===== config.mk =====
export PLATFORM = sky130hd
export DESIGN_NAME = dn_timer
export DESIGN_NICKNAME = d
export VERILOG_FILES = /design/src/rtl/dn_timer_pkg.sv /design/src/rtl/dn_timer_prescaler.sv /design/src/rtl/dn_timer_counter.sv /design/src/rtl/dn_timer.sv
export SDC_FILE = /design/constraint.sdc
export NUM_CORES = 1
export LEC_CHECK = 0
export CAP_MARGIN = 20
export CORE_MARGIN = 2
export CORE_UTILIZATION = 39
export DETAILED_ROUTE_END_ITERATION = 10
export PLACE_DENSITY_LB_ADDON = 0.3
export SLEW_MARGIN = 40
export SYNTH_ARGS = -nofsm -noshare
export SYNTH_HDL_FRONTEND = slang
export SYNTH_SLANG_ARGS = --single-unit

===== constraint.sdc =====
create_clock -name clk_i -period 2.45 [get_ports clk_i]
set_input_delay 0.3675 -clock clk_i [delete_from_list [all_inputs] [get_ports clk_i]]
set_output_delay 0.3675 -clock clk_i [all_outputs]
set_load 0.02 [all_outputs]

===== src/rtl/dn_timer_pkg.sv =====
package dn_timer_pkg;
  typedef enum logic [2:0] {
    A_CNT_LO = 3'd0,
    A_CNT_HI = 3'd1,
    A_PER_LO = 3'd2,
    A_PER_HI = 3'd3,
    A_CTRL   = 3'd4,
    A_RSVD   = 3'd5,
    A_PRE_LO = 3'd6,
    A_PRE_HI = 3'd7
  } reg_addr_e;

  localparam int unsigned CTRL_STOP = 4;
  localparam int unsigned CTRL_LOAD = 5;
  localparam int unsigned CTRL_IE   = 14;
  localparam int unsigned CTRL_FLAG = 15;
endpackage


===== src/rtl/dn_timer_prescaler.sv =====
module dn_timer_prescaler #(
  parameter int unsigned PRE_W = 16
) (
  input  logic             clk_i,
  input  logic             rst_ni,
  input  logic             run_i,
  input  logic             load_i,
  input  logic [PRE_W-1:0] div_i,
  output logic             tick_o
);
  logic [PRE_W-1:0] psc_q;

  assign tick_o = run_i && (psc_q == '0);

  always_ff @(posedge clk_i or negedge rst_ni) begin
    if (!rst_ni)      psc_q <= '0;
    else if (load_i)  psc_q <= div_i;
    else if (run_i)   psc_q <= (psc_q == '0) ? div_i : psc_q - PRE_W'(1);
  end

  p_psc_hold_r6: assert property (@(posedge clk_i) disable iff (!rst_ni)
    (!run_i && !load_i) |=> $stable(psc_q));
endmodule


===== src/rtl/dn_timer_counter.sv =====
module dn_timer_counter #(
  parameter int unsigned CNT_W = 32
) (
  input  logic             clk_i,
  input  logic             rst_ni,
  input  logic             tick_i,
  input  logic             load_i,
  input  logic [CNT_W-1:0] period_i,
  output logic [CNT_W-1:0] cnt_o,
  output logic             zero_evt_o
);
  logic [CNT_W-1:0] cnt_q;

  assign cnt_o      = cnt_q;
  // counter about to reach zero on this tick; zero period never fires
  assign zero_evt_o = tick_i && !load_i && (cnt_q == CNT_W'(1)) && (period_i != '0);

  always_ff @(posedge clk_i or negedge rst_ni) begin
    if (!rst_ni)                cnt_q <= '1;
    else if (load_i)            cnt_q <= period_i;
    else if (tick_i) begin
      if (cnt_q == '0)          cnt_q <= period_i;
      else                      cnt_q <= cnt_q - CNT_W'(1);
    end
  end

  p_dec_r3: assert property (@(posedge clk_i) disable iff (!rst_ni)
    (tick_i && !load_i && cnt_q != '0) |=> (cnt_q == $past(cnt_q) - CNT_W'(1)));
  p_reload_next_tick_r3: assert property (@(posedge clk_i) disable iff (!rst_ni)
    (tick_i && !load_i && cnt_q == '0) |=> (cnt_q == $past(period_i)));
  p_force_load_r7: assert property (@(posedge clk_i) disable iff (!rst_ni)
    load_i |=> (cnt_q == $past(period_i)));
  p_cnt_hold_r6: assert property (@(posedge clk_i) disable iff (!rst_ni)
    (!tick_i && !load_i) |=> $stable(cnt_q));
endmodule


===== src/rtl/dn_timer.sv =====
module dn_timer #(
  parameter int unsigned BUS_W = 16,
  parameter int unsigned PRE_W = 16
) (
  input  logic             clk_i,
  input  logic             rst_ni,
  input  logic [2:0]       bus_addr_i,
  input  logic             bus_we_i,
  input  logic [BUS_W-1:0] bus_wdata_i,
  output logic [BUS_W-1:0] bus_rdata_o,
  output logic             irq_o
);
  import dn_timer_pkg::*;

  localparam int unsigned CNT_W = 2 * BUS_W;
  localparam int unsigned PRE_H = PRE_W / 2;

  logic [CNT_W-1:0] per_q;
  logic [PRE_H-1:0] pre_lo_q, pre_hi_q;
  logic             stop_q, ie_q, flag_q;
  logic [CNT_W-1:0] cnt;
  logic             tick, zero_evt;
  logic             wr_ctrl, load, clr;
  logic             unused_wbits;

  assign unused_wbits = ^bus_wdata_i;

  assign wr_ctrl = bus_we_i && (bus_addr_i == A_CTRL);
  assign load    = wr_ctrl && bus_wdata_i[CTRL_LOAD];
  assign clr     = wr_ctrl && bus_wdata_i[CTRL_FLAG];

  always_ff @(posedge clk_i or negedge rst_ni) begin
    if (!rst_ni) begin
      per_q    <= '1;
      pre_lo_q <= '0;
      pre_hi_q <= '0;
      stop_q   <= 1'b0;
      ie_q     <= 1'b0;
    end else if (bus_we_i) begin
      case (bus_addr_i)
        A_PER_LO: per_q[BUS_W-1:0]     <= bus_wdata_i;
        A_PER_HI: per_q[CNT_W-1:BUS_W] <= bus_wdata_i;
        A_PRE_LO: pre_lo_q             <= bus_wdata_i[PRE_H-1:0];
        A_PRE_HI: pre_hi_q             <= bus_wdata_i[PRE_H-1:0];
        A_CTRL: begin
          stop_q <= bus_wdata_i[CTRL_STOP];
          ie_q   <= bus_wdata_i[CTRL_IE];
        end
        default: ;
      endcase
    end
  end

  // a new zero event outranks a clear in the same cycle
  always_ff @(posedge clk_i or negedge rst_ni) begin
    if (!rst_ni)       flag_q <= 1'b0;
    else if (zero_evt) flag_q <= 1'b1;
    else if (clr)      flag_q <= 1'b0;
  end

  assign irq_o = flag_q && ie_q;

  dn_timer_prescaler #(.PRE_W(PRE_W)) u_psc (
    .clk_i  (clk_i),
    .rst_ni (rst_ni),
    .run_i  (!stop_q),
    .load_i (load),
    .div_i  ({pre_hi_q, pre_lo_q}),
    .tick_o (tick)
  );

  dn_timer_counter #(.CNT_W(CNT_W)) u_cnt (
    .clk_i      (clk_i),
    .rst_ni     (rst_ni),
    .tick_i     (tick),
    .load_i     (load),
    .period_i   (per_q),
    .cnt_o      (cnt),
    .zero_evt_o (zero_evt)
  );

  always_comb begin
    bus_rdata_o = '0;
    case (bus_addr_i)
      A_CNT_LO: bus_rdata_o = cnt[BUS_W-1:0];
      A_CNT_HI: bus_rdata_o = cnt[CNT_W-1:BUS_W];
      A_PER_LO: bus_rdata_o = per_q[BUS_W-1:0];
      A_PER_HI: bus_rdata_o = per_q[CNT_W-1:BUS_W];
      A_CTRL: begin
        bus_rdata_o[CTRL_STOP] = stop_q;
        bus_rdata_o[CTRL_IE]   = ie_q;
        bus_rdata_o[CTRL_FLAG] = flag_q;
      end
      A_PRE_LO: bus_rdata_o[PRE_H-1:0] = pre_lo_q;
      A_PRE_HI: bus_rdata_o[PRE_H-1:0] = pre_hi_q;
      default:  bus_rdata_o = '0;
    endcase
  end

  p_flag_at_zero_r4: assert property (@(posedge clk_i) disable iff (!rst_ni)
    $rose(flag_q) |-> (cnt == '0));
  p_no_flag_zero_per_r8: assert property (@(posedge clk_i) disable iff (!rst_ni)
    (per_q == '0 && $past(per_q) == '0) |-> !$rose(flag_q));
  p_ctrl_load_reads0_r7: assert property (@(posedge clk_i) disable iff (!rst_ni)
    (bus_addr_i == A_CTRL) |-> !bus_rdata_o[CTRL_LOAD]);
endmodule


### Word level (Yosys, flattened, before mapping)

Index checks and enable logic that the tools add are counted.

* multiplexer cells: 13
* add/sub/neg operators: 2
* reduce and logical (&&, ||, !) cells: 21
* equality and inequality tests: 8

Operators with widths (count)
* $mux 32: 3
* $mux 16: 3
* $eq 32x1->1 const B: 1
* $logic_not 32->1: 1
* $reduce_bool 32->1: 1
* $sub 32x1->32 const B: 1
* $pmux 4 s6: 1
* $pmux 6 s4: 1
* $pmux 3 s6: 1
* $logic_not 16->1: 1
* $sub 16x1->16 const B: 1
* $pmux 2 s5: 1
* $reduce_and 2->1: 5
* $eq 3x3->1 const B: 3
* $logic_and 1x1->1: 8
* $pmux 1 s7: 1
* $eq 3x2->1 const B: 2
* $reduce_bool 2->1: 2
* $eq 3x1->1 const B: 1
* $logic_not 3->1: 1
* $logic_not 1->1: 2
* $mux 1: 2
* $ne 2x1->1 const B: 1

* flip-flop bits (word level): 99
* bits of input ports: 22
* word-level logic and storage cells: 53

### Longest topological paths before layout

* depth in word-level cells: 8
* depth in mapped cells: 10
* gate-level depth less buffers: 8

### By module

From an unflattened synthesis, not the netlist that was laid out.

* cell total of the unflattened synthesis: 607
* area, all modules: 6132.1 µm²

By module, submodules not included
* dn_timer: area each 2760.1 µm², cells an instance 203, sequential area each 1316.3 µm², instances 1
* dn_timer_counter: area each 2238.4 µm², cells an instance 269, sequential area each 840.8 µm², instances 1
* dn_timer_prescaler: area each 1133.6 µm², cells an instance 135, sequential area each 400.4 µm², instances 1

### Least setup slack after synthesis

No wires, ideal clock.

* kind: in2out
* start: input port bus_addr_i[0]
* end: output port bus_rdata_o[0]
* cell stages on the path: 7
* data required time: 2.082 ns
* slack: 0.067 ns
* arrival time: 2.015 ns
* cell sequence: buf_2 -> buf_2 -> buf_1 -> mux2i_1 -> nor2_1 -> a21oi_1 -> o21ai_0

* cells in the longest elaborated chain, start to end: 2
* elaborated cells on any way between the ends: 7
* classes of those cells: 5 x eq/ne; 1 x mux; 1 x reduce/logical

Ends and longest elaborated chain
* start: declaration: line dn_timer.sv:7 `input logic [2:0] bus_addr_i,`
* $eq 3x3->1, or another cell as far along: line dn_timer.sv:84 `case (bus_addr_i)`
* $pmux 4 s6 (*): line dn_timer.sv:84
* end: declaration: line dn_timer.sv:10 `output logic [BUS_W-1:0] bus_rdata_o,`

Mark *: on every way between the ends. The rest lies on a longest branch, timed or not.

### Worst setup path in the final report

* start: input port bus_addr_i[1]
* end: output port bus_rdata_o[5]

* cells in the longest elaborated chain, start to end: 2
* elaborated cells on any way between the ends: 7
* classes of those cells: 5 x eq/ne; 1 x mux; 1 x reduce/logical

Ends and longest elaborated chain (line)
* $eq 3x3->1, or another cell as far along: dn_timer.sv:84
* $pmux 3 s6 (*): dn_timer.sv:84

Marked as above.

==> impl_metrics.ini <==
[cts]
clk_pin_slew_ns = 0.08
clock_path_buffers = 2
clock-sinks = 99
root_buffer = clkbuf_16
cts_tree = done
cts_inserted_buffers = 9
h-tree-depth = 3
clk_latency_ns = 0.35

[sta]
relSlewSlack = 0.658
finalCriticalPeriod_ns = 2.39
final_hold_viol_count = 0
grt_setup_unrepaired = false
maxSlewViolCount = 0
fin_crit_sh = 0.977
finalSetupViolations = 0
fmax_ghz = 0.418
finalClockSkew_ns = 0.0103
tightest_slew_ns = 0.512

[placement]
dp_cells = 862
dpl-instance-area_um2 = 7040
io_buffer_count = 38
gp_congestion = 0.930
dp_hpwl_um = 14500

[logic_synthesis]
yosys.cell_types.count = 70
synth_common_cells = 64 x dfstp_2, 53 x mux2_2, 51 x nand2_1, 40 x nor2_1, 35 x dfrtp_1
synthArstFlopShare = 1.00
seq_area_frac_synth = 0.422
syn-num-nets = 639
ys_seq_elements = 99
synthFlopType = dfstp_2
avgSynthCellArea_um2 = 9.87
netlist_instances = 613
synth_edf_count = 0
mappedNetlistArea_um2 = 6050
yosys_warnings = 0
ys_top_cells_by_area = dfstp_2 28%, dfrtp_1 14%, mux2_2 9.9%
yosysMostFrequentCell = dfstp_2
synth_top_area_share = 0.278
yosysTopAreaCell = dfstp_2

[run_status]
status = finished, final reports clean

[power]
p_per_area_nw_per_um2 = 758
total_power_mw = 5.62
p_leak_nw = 2.88
peakVddDrop_mv = 0.593

[drt]
drtAntennaViolNets = 0
vias = 5575
drcViolationCount = 0
detail_route.wirelength_um = 19500
dr.pass1.iters = 5
via_per_inst = 6.34
wl_per_cell_um = 22.1
drt_iter0_drc = 566

[critical_path]
start_kind = primary input
critPathKind = in2out
crit_required_ns = 2.08
end_kind = output port
critPathMaxFanout = 8
reg2regPathDepth = 7
critical_path_arrival_ns = 2.03
reg2reg_from = u_cnt.cnt_o[10]
timing.rr.end = u_cnt.cnt_o[7]
reg2reg_setup_slack_ns = 0.13

[cells_and_area]
multi_input_area_um2 = 3320
stdcell_count = 880
n_antenna_cell = 0
areaGrowthSynthToFinish_pct = 22.5
register_area_um2 = 2560
final_cell_area_um2 = 7420
fin_nets = 713
utilization = 0.488
drive_above_1_share = 0.331
fillCellCount = 1429

[floorplanning]
rows = 45
io_pins = 39
die_area_um2 = 16500
die_y_um = 129
start_util = 0.398
die_w_um = 129
coreArea_um2 = 15200

[min_path]
hp-class = in2async

[grt]
grt_pass1_wl_um = 30600
grt_pass1_vias = 5454
gr-total-overflow = 0
grt_max_degree = 41
grt_usage = 0.241
antenna_found_initial = 0

[job]
maxCapViolCount = 0
how the worst max path moves through the flow:
| stage | from | to | slack [ns] | depth (start not counted) |
|---|---|---|---|---|
| 4_1_cts | bus_addr_i[1] | bus_rdata_o[5] | 0.01 | 6 |
| 3_5_place_dp | bus_addr_i[1] | bus_rdata_o[5] | -0.26 | 6 |
| 3_3_place_gp | bus_addr_i[1] | bus_rdata_o[5] | -0.22 | 6 |
| 5_1_grt | u_cnt.cnt_o[2] | bus_rdata_o[2] | 0.002 | 4 |
| 6_report | bus_addr_i[1] | bus_rdata_o[5] | 0.06 | 6 |
| 2_1_floorplan | bus_addr_i[0] | bus_rdata_o[0] | 0.07 | 7 |
critical path, stage by stage:
cell	delay [ns]
clkdlybuf4s15_1	0.34
buf_4	0.26
mux4_2	0.34
nand2_1	0.08
o21ai_0	0.08
clkdlybuf4s50_1	0.55
power breakdown:
group	total [mW]	switching, mW	internal (mW)
Combinational	1.40	0.658	0.738
Sequential	2.71	0.559	2.15
Clock	1.52	0.659	0.860
area by class of cell:
type / count / area share
Clock buffer: 12 / 0.0346
Clock inverter: 4 / 0.00793
Inverter: 10 / 0.00506
Multi-Input combinational cell: 462 / 0.447
Sequential cell: 99 / 0.345
Tap cell: 188 / 0.0317
Timing Repair Buffer: 105 / 0.128
registers in the layout (all words and copies together) (netlist names):
signal       flops
u_cnt.cnt_o     32
per_q           32
ie_q             1
stop_q           1
flag_q           1
pre_lo_q         8
pre_hi_q         8
u_psc.psc_q     16
per-layer routing:
layer	part of all wire	up-vias	wire, um	track usage
li1	-	2467	-	-
met1	0.44	2848	8500	0.344
met2	0.47	232	9250	0.378
met3	0.068	28	1320	0.0383
met4	0.021	0	401	0.0786
met5	0	-	0	0
layout by cell type (no fill, tap or decap), types with 7 or more instances in the layout:
cell / n
mux2_2: 53
nor4_1: 18
clkdlybuf4s50_1: 28
a21oi_1: 34
dfrtp_1: 35
nand4_1: 10
mux2i_1: 16
clkbuf_16: 9
nor2_1: 40
mux4_2: 9
inv_1: 10
and2_1: 12
or3_1: 10
a31oi_1: 7
o211ai_1: 10
o21ai_0: 33
buf_4: 61
dfstp_2: 64
nand2_1: 51
nor3_1: 29
nand3_1: 14
timing repair:
| action | 4_1_cts | 5_1_grt |
|---|---|---|
| hold buffers | 1 | 0 |
| pin swaps | 0 | 1 |
| endpoints found under the setup margin | 16 | 16 |
| gates resized for setup | 6 | 11 |
| hold endpoints to repair | 10 | 0 |
| setup buffers | 0 | 1 |
stage by stage:
step / hold slack, ns / TNS (ns) / setup slack (ns)
floorplan: 0.0719 / 0 / 0.0670
global placement: 0.315 / -7.30 / -0.218
detailed placement: 0.324 / -8.47 / -0.256
CTS: 0.490 / 0 / 0.0130
global route: 0.515 / 0 / 0.00245
finish: 0.478 / 0 / 0.0553
logic make-up after synthesis:
family	count (synthesis)	share of synthesized area
mux	78	0.159
compound gates	143	0.158
xor+xnor	6	0.00868
simple gates	231	0.208
flops	99	0.422
buf+inv	52	0.0360
fa+ha+maj	4	0.00827
Power figures use the tool's default switching activity.
